File: config.mk
export PLATFORM = sky130hd
export DESIGN_NAME = apb_countdown_timer
export DESIGN_NICKNAME = d
export VERILOG_FILES = /design/src/rtl/apb_countdown_timer.sv
export SDC_FILE = /design/constraint.sdc
export NUM_CORES = 1
export LEC_CHECK = 0
export BUFFER_PORTS_ARGS = -buffer_cell sky130_fd_sc_hd__clkbuf_2
export CAP_MARGIN = 20
export CORE_MARGIN = 3
export CORE_UTILIZATION = 55
export CTS_BUF_LIST = sky130_fd_sc_hd__clkbuf_8 sky130_fd_sc_hd__clkbuf_16
export CTS_CLUSTER_SIZE = 8
export DETAILED_ROUTE_END_ITERATION = 10
export PLACE_DENSITY = 0.79
export SLEW_MARGIN = 20
export SYNTH_ARGS = -nofsm -noshare
export SYNTH_HDL_FRONTEND = slang
export SYNTH_SLANG_ARGS = --single-unit
File: constraint.sdc
create_clock -name pclk -period 2.7 [get_ports pclk]
set_input_delay 0 -clock pclk [delete_from_list [all_inputs] [get_ports pclk]]
set_output_delay 0 -clock pclk [all_outputs]
set_load 0.02 [all_outputs]
File: src/rtl/apb_countdown_timer.sv
module apb_countdown_timer #(
  parameter int          ADDR_W  = 8,
  parameter int          CNT_W   = 32,
  parameter logic [31:0] VERSION = 32'h0001_0200
) (
  input  logic              pclk,
  input  logic              presetn,
  input  logic              psel,
  input  logic              penable,
  input  logic              pwrite,
  input  logic [ADDR_W-1:0] paddr,
  input  logic [31:0]       pwdata,
  output logic [31:0]       prdata,
  output logic              pready,
  output logic              pslverr,
  output logic              irq
);
  localparam logic [ADDR_W-1:0] A_START = ADDR_W'('h00);
  localparam logic [ADDR_W-1:0] A_COUNT = ADDR_W'('h04);
  localparam logic [ADDR_W-1:0] A_CTRL  = ADDR_W'('h08);
  localparam logic [ADDR_W-1:0] A_ACK   = ADDR_W'('h0C);
  localparam logic [ADDR_W-1:0] A_STAT  = ADDR_W'('h10);
  localparam logic [ADDR_W-1:0] A_GSTAT = ADDR_W'('hA0);
  localparam logic [ADDR_W-1:0] A_GACK  = ADDR_W'('hA4);
  localparam logic [ADDR_W-1:0] A_GRAW  = ADDR_W'('hA8);
  localparam logic [ADDR_W-1:0] A_VER   = ADDR_W'('hAC);

  logic [CNT_W-1:0] start_q, cnt_q;
  logic [2:0]       ctrl_q;
  logic             flag_q;

  wire run      = ctrl_q[0];
  wire periodic = ctrl_q[1];
  wire masked   = ctrl_q[2];
  wire acc      = psel & penable;
  wire wr       = acc & pwrite;
  wire rd       = acc & ~pwrite;
  wire wr_ctrl  = wr & (paddr == A_CTRL);
  wire wr_start = wr & (paddr == A_START) & ~run;
  wire ack_rd   = rd & ((paddr == A_ACK) | (paddr == A_GACK));
  wire wrap     = run & (cnt_q == '0);
  wire kick     = wr_ctrl & ~run & pwdata[0];
  wire shown    = flag_q & ~masked;

  assign pready  = 1'b1;
  assign pslverr = 1'b0;
  assign irq     = shown;

  always_ff @(posedge pclk or negedge presetn) begin
    if (!presetn) begin
      start_q <= '0;
      cnt_q   <= '0;
      ctrl_q  <= '0;
      flag_q  <= 1'b0;
    end else begin
      if (wr_start) start_q <= pwdata[CNT_W-1:0];
      if (wr_ctrl)  ctrl_q  <= pwdata[2:0];
      if (kick)
        cnt_q <= start_q;
      else if (run)
        cnt_q <= wrap ? (periodic ? start_q : {CNT_W{1'b1}}) : cnt_q - 1'b1;
      if (wrap)        flag_q <= 1'b1;
      else if (ack_rd) flag_q <= 1'b0;
    end
  end

  always_comb begin
    prdata = '0;
    if (!pwrite)
      case (paddr)
        A_START: prdata = 32'(start_q);
        A_COUNT: prdata = 32'(cnt_q);
        A_CTRL:  prdata = {29'd0, ctrl_q};
        A_STAT,
        A_GSTAT: prdata = {31'd0, shown};
        A_GRAW:  prdata = {31'd0, flag_q};
        A_VER:   prdata = VERSION;
        default: prdata = '0;
      endcase
  end

  assert_hold_off_R3: assert property (@(posedge pclk) disable iff (!presetn)
    (!run && !wr_ctrl) |=> $stable(cnt_q));
  assert_free_reload_R4: assert property (@(posedge pclk) disable iff (!presetn)
    (wrap && !periodic && !wr_ctrl) |=> (cnt_q == {CNT_W{1'b1}}));
  assert_periodic_reload_R5: assert property (@(posedge pclk) disable iff (!presetn)
    (wrap && periodic && !wr_ctrl) |=> (cnt_q == $past(start_q)));
  assert_flag_on_wrap_R6: assert property (@(posedge pclk) disable iff (!presetn)
    wrap |=> flag_q);
  assert_flag_sticky_R7: assert property (@(posedge pclk) disable iff (!presetn)
    (flag_q && !ack_rd) |=> flag_q);
  assert_ack_clears_R8: assert property (@(posedge pclk) disable iff (!presetn)
    (ack_rd && !wrap) |=> !flag_q);
  assert_start_locked_R9: assert property (@(posedge pclk) disable iff (!presetn)
    run |=> $stable(start_q));
endmodule

### Word level (Yosys, flattened, before mapping)

Index checks and enable logic that the tools add are counted.

* flip-flop bits (word level): 68
* output and inout port bits: 35
* word-level logic and storage cells: 41
* bits of input ports: 45

* reductions and logical operators: 5
* add/subtract/negate cells: 1
* bitwise gates (word level): 15
* equal/unequal tests: 8
* multiplexer cells: 8

Operators by type and width (number)
* 32-bit case mux with 6 select lines: 1
* 32-bit two-way mux: 5
* 8-bit equality test, second input constant: 4
* 32-bit zero test: 1
* 32-bit by 1-bit subtractor with 32-bit output, second input constant: 1
* 8-bit by 4-bit equality test with 1-bit output, second input constant: 2
* 1-bit AND: 11
* 8-bit by 3-bit equality test with 1-bit output, second input constant: 1
* 8-bit by 5-bit equality test with 1-bit output, second input constant: 1
* 8-bit zero test: 1
* 2-bit nonzero test: 2
* 1-bit inverter: 3
* 1-bit two-way mux: 2
* 2-bit OR reduction: 1
* 1-bit OR: 1

### Longest topological paths before layout

* depth in word-level cells: 6
* gate-level depth with buffers: 8
* depth with buffers taken out: 7

### Least setup slack after synthesis

Ideal clock, no wire load.

* path kind: register to register
* from: register cnt_q[0]
* to: register cnt_q[12]
* clock period less this slack: 2.489 ns
* path slack: 0.211 ns
* cell stages (with the launch flop): 9
* arrival time: 2.362 ns
* setup time: 0.126 ns
* required time: 2.574 ns
* path buffers: 1
* cells stage by stage: dfrtp_1 -> inv_1 -> ha_1 -> nor4b_1 -> nand4_2 -> o31a_1 -> buf_2 -> o221ai_1 -> nor2_1

* word-level cells in the longest chain between the ends: 5
* elaborated cells on any way between the ends: 6
* those cells by class: add/sub: 1; mux: 3; bitwise: 1; reduce/logical: 1

Ends and longest elaborated chain
* start: declaration: RTL line 28 `logic [CNT_W-1:0] start_q, cnt_q;`
* start signal: assignment: RTL line 59 `cnt_q <= start_q;`
* start signal: assignment: RTL line 61 `cnt_q <= wrap ? (periodic ? start_q : {CNT_W{1'b1}}) : cnt_q - 1'b1;`
* branches (longest 2 deep; another with 32-bit by 1-bit subtractor with 32-bit output)
* 32-bit two-way mux *: RTL line 61
* 32-bit two-way mux *: RTL line 60 `else if (run)`
* 32-bit two-way mux *: RTL line 58 `if (kick)`

Every way passes the cells marked *. The select of a mux whose other input is x is not followed.
A chain may end at the register's enable or synchronous reset.

### Final worst setup path

* from: register cnt_q[0]
* to: register cnt_q[21]

The elaborated chain is that of the path after synthesis.

==> run summary <==
Status = complete, no violations
RSZ-0062 raised after global routing = false
Post-synth top cells = nor2_1, dfrtp_1, mux2_2, a22oi_1, nand2_1
First-pass GRT wire length = 19800 um
Initial antenna violation count = 0
Core area = 7290 sq um
Slew Limit Fails = 0
Dpl hpwl = 8200 um
Area grow syn2layout = 27.4%
Area contributors post-synth = dfrtp_1, mux2_2, nor2_1
Layout Skew = 0.0130 ns
Register area share after synthesis = 40.7%
Fin. Hold Viols = 0
Peak supply drop = 0.000326 V
Power density cells = 535 nW/um^2
Critical Path AT = 2.77 ns
Worst skew pair latency = 0.35 ns
Gr usage total = 28.9%
Yosys reg bits = 68
Seq pwr share = 44.7%
CP max-delay cell = dfrtp_1
Min setup slack post-route = 0.184 ns
Main synth FF type = dfrtp_1
Nets = 622
Drt drc = 0
Die Area = 8680 sq um
Worst r2r src = cnt_q[0]
NetSw = 1.02 mW
Routed Antenna Nets = 0
Syn. warnings = 0
Deepest clock path buffer count = 2
Row count = 31
Period Utilization, post-route = 93.2%
Int Pwr = 1.82 mW
Max cap viols = 0
Antenna cells = 0
Yosys top cell by area = dfrtp_1
# IOs = 80
Syn Std Cell Area = 4180 sq um
CP startpoint = cnt_q[0]
Synth async-reset ratio = 100%
Pre-antenna DRT Iters = 5
Syn avg cell area = 9.16 sq um
CP max stage delay = 0.47 ns
Vias = 4287
Max_slew headroom = 22.0%
Post-synthesis instance total = 456
CTS H-Tree Depth = 3
Clk slew on worst S/H paths = 0.07 ns
Crit path max fanout = 15
PortBufs = 77
CP most frequent cell = buf_4
Routed length per instance = 18.1 um
Root Driver = clkbuf_8
Layout cell share with drive strength beyond 1 = 29.5%
Static Leak = 2.28 nW
Die W = 93.1 um
Worst-Margin Slew = 1.16 ns
Initial core utilization = 57.3%
Startpoint types = flip-flop
Final Setup Violations = 0
Wirelength, routed = 12300 um
Fillcell total = 556
Vias in the first global route = 4026
CTS tree = yes
Largest net degree at the start of global routing = 36
Design Area, Final = 5320 sq um
Critical path endpoint category = flip-flop
CP Class = flip-flop to flip-flop
EDFF count, synth = 0
Sw Ratio = 36.0%
GR Overflow Total = 0
Initial DRC count = 493
Clk pwr share = 24.8%
Most numerous cell in the Yosys netlist = nor2_1
Die Y = 93.1 um
Pwr Total = 2.85 mW
Fmax = 397 MHz
Fin crit period = 2.52 ns
Hold/Removal Path Class = input pin to flip-flop
Crit path required time = 2.96 ns
Num CTS Buffers = 9
Combinational power share = 30.4%
Synth cell types = 62
GP Congestion = 0.940
Top-area cell type share of the netlist area = 40.7%
Placed insts = 627
Worst-path cell chain = inv_1 -> ha_1 -> nor4b_4 -> buf_4 -> nand4_2 -> buf_6 -> o31ai_4 -> buf_4 -> o22ai_1 -> a211oi_2
Setup TNS = 0 ns
Vias per cell = 6.31
Worst slack, placed = 0.120 ns
Mapped Nets = 502
Post-placement cell area = 4780 sq um
Fin cells = 679
Clock Sink Count = 68
Hold Startpoint = paddr[3]
-- state kept, by name, summed over array words and instances, names as in the netlist --
name	count
cnt_q	32
start_q	32
ctrl_q	3
flag_q	1
-- metal layers --
layer  vias up  global-route usage, %  share of wire [%]
li1       1989                      -                  -
met1      2051                   38.7                 43
met2       216                   46.6                 48
met3        31                   4.99                7.1
met4         0                   11.6                2.1
met5         -                      0                  0
-- power groups by stage --
stage	logic, mW	clock network, mW	registers [mW]
finish	0.867	0.707	1.27
global route	0.950	0.755	1.29
global placement	0.762	0	1.27
CTS	0.837	0.719	1.26
detailed placement	0.783	0	1.28
floorplan	0.547	0	1.24
-- stage by stage --
stage	util (%)	hold slack (ns)
floorplan	-	-0.296
global placement	65.5	0.112
detailed placement	65.5	0.129
CTS	72.6	0.108
global route	73.0	0.157
finish	73.0	0.113
-- what timing repair did --
item                       4_1_cts  5_1_grt
setup endpoints to repair        0       11
resized for setup                0        3
hold endpoints to repair        68        0
buffers inserted                 0        1
hold buffers                    36        0
-- critical path: cells and delay by family, from the launching register on --
| family | cells | cell delay (ns) |
|---|---|---|
| AO/OA/AOI/OAI | 3 | 0.65 |
| AND/OR/NAND/NOR | 2 | 0.36 |
| adder cells (fa/ha/maj) | 1 | 0.23 |
| flip-flops | 1 | 0.47 |
| buffers and inverters | 4 | 0.72 |
-- cell usage in the layout (no fill, tap or decap), drive strengths merged, types with 3 or more instances in the layout --
cell	n
or4	4
clkinv	3
dfrtp	68
a22oi	33
a21oi	18
o21ai	15
a31oi	5
nor3	23
nor4b	5
a311oi	3
clkbuf	85
buf	27
nand3	7
a21o	3
nor3b	5
nor2	72
a211oi	12
o41ai	3
and3	3
inv	8
and4	3
nand4	10
or3	6
o31ai	5
nand2b	3
nor4	13
mux2	36
dlygate4sd3	36
o22ai	12
nand2	24
-- final timing paths --
path                            slack, ns  cells past startpoint          end
min in group asynchronous            0.27                      2  start_q[29]
max in group asynchronous            1.76                      3   start_q[8]
worst min-delay path                 0.11                      4       flag_q
worst min register to register       0.52                      1     cnt_q[9]
worst max-delay path                 0.18                     10    cnt_q[21]
worst max register to register       0.18                     10    cnt_q[21]
-- cells by family after synthesis --
family	count (synthesis)	share of synthesized area, %
xor+xnor	1	0.210
mux	37	9.95
flops	68	40.7
compound gates	126	21.8
simple gates	184	22.8
buf+inv	37	3.98
fa+ha+maj	1	0.300
other cells	2	0.180
-- cell type report --
type	count	area, sq um	area share [%]
well taps	99	124	2.33
multi-input cells	351	2340	44.0
clock inverters	6	33.8	0.635
clock buffers	9	124	2.33
repair buffers	139	970	18.2
inverters	7	26.3	0.494
flip-flops and latches	68	1700	32.0
No activity file was read; power rests on OpenSTA's default activity.
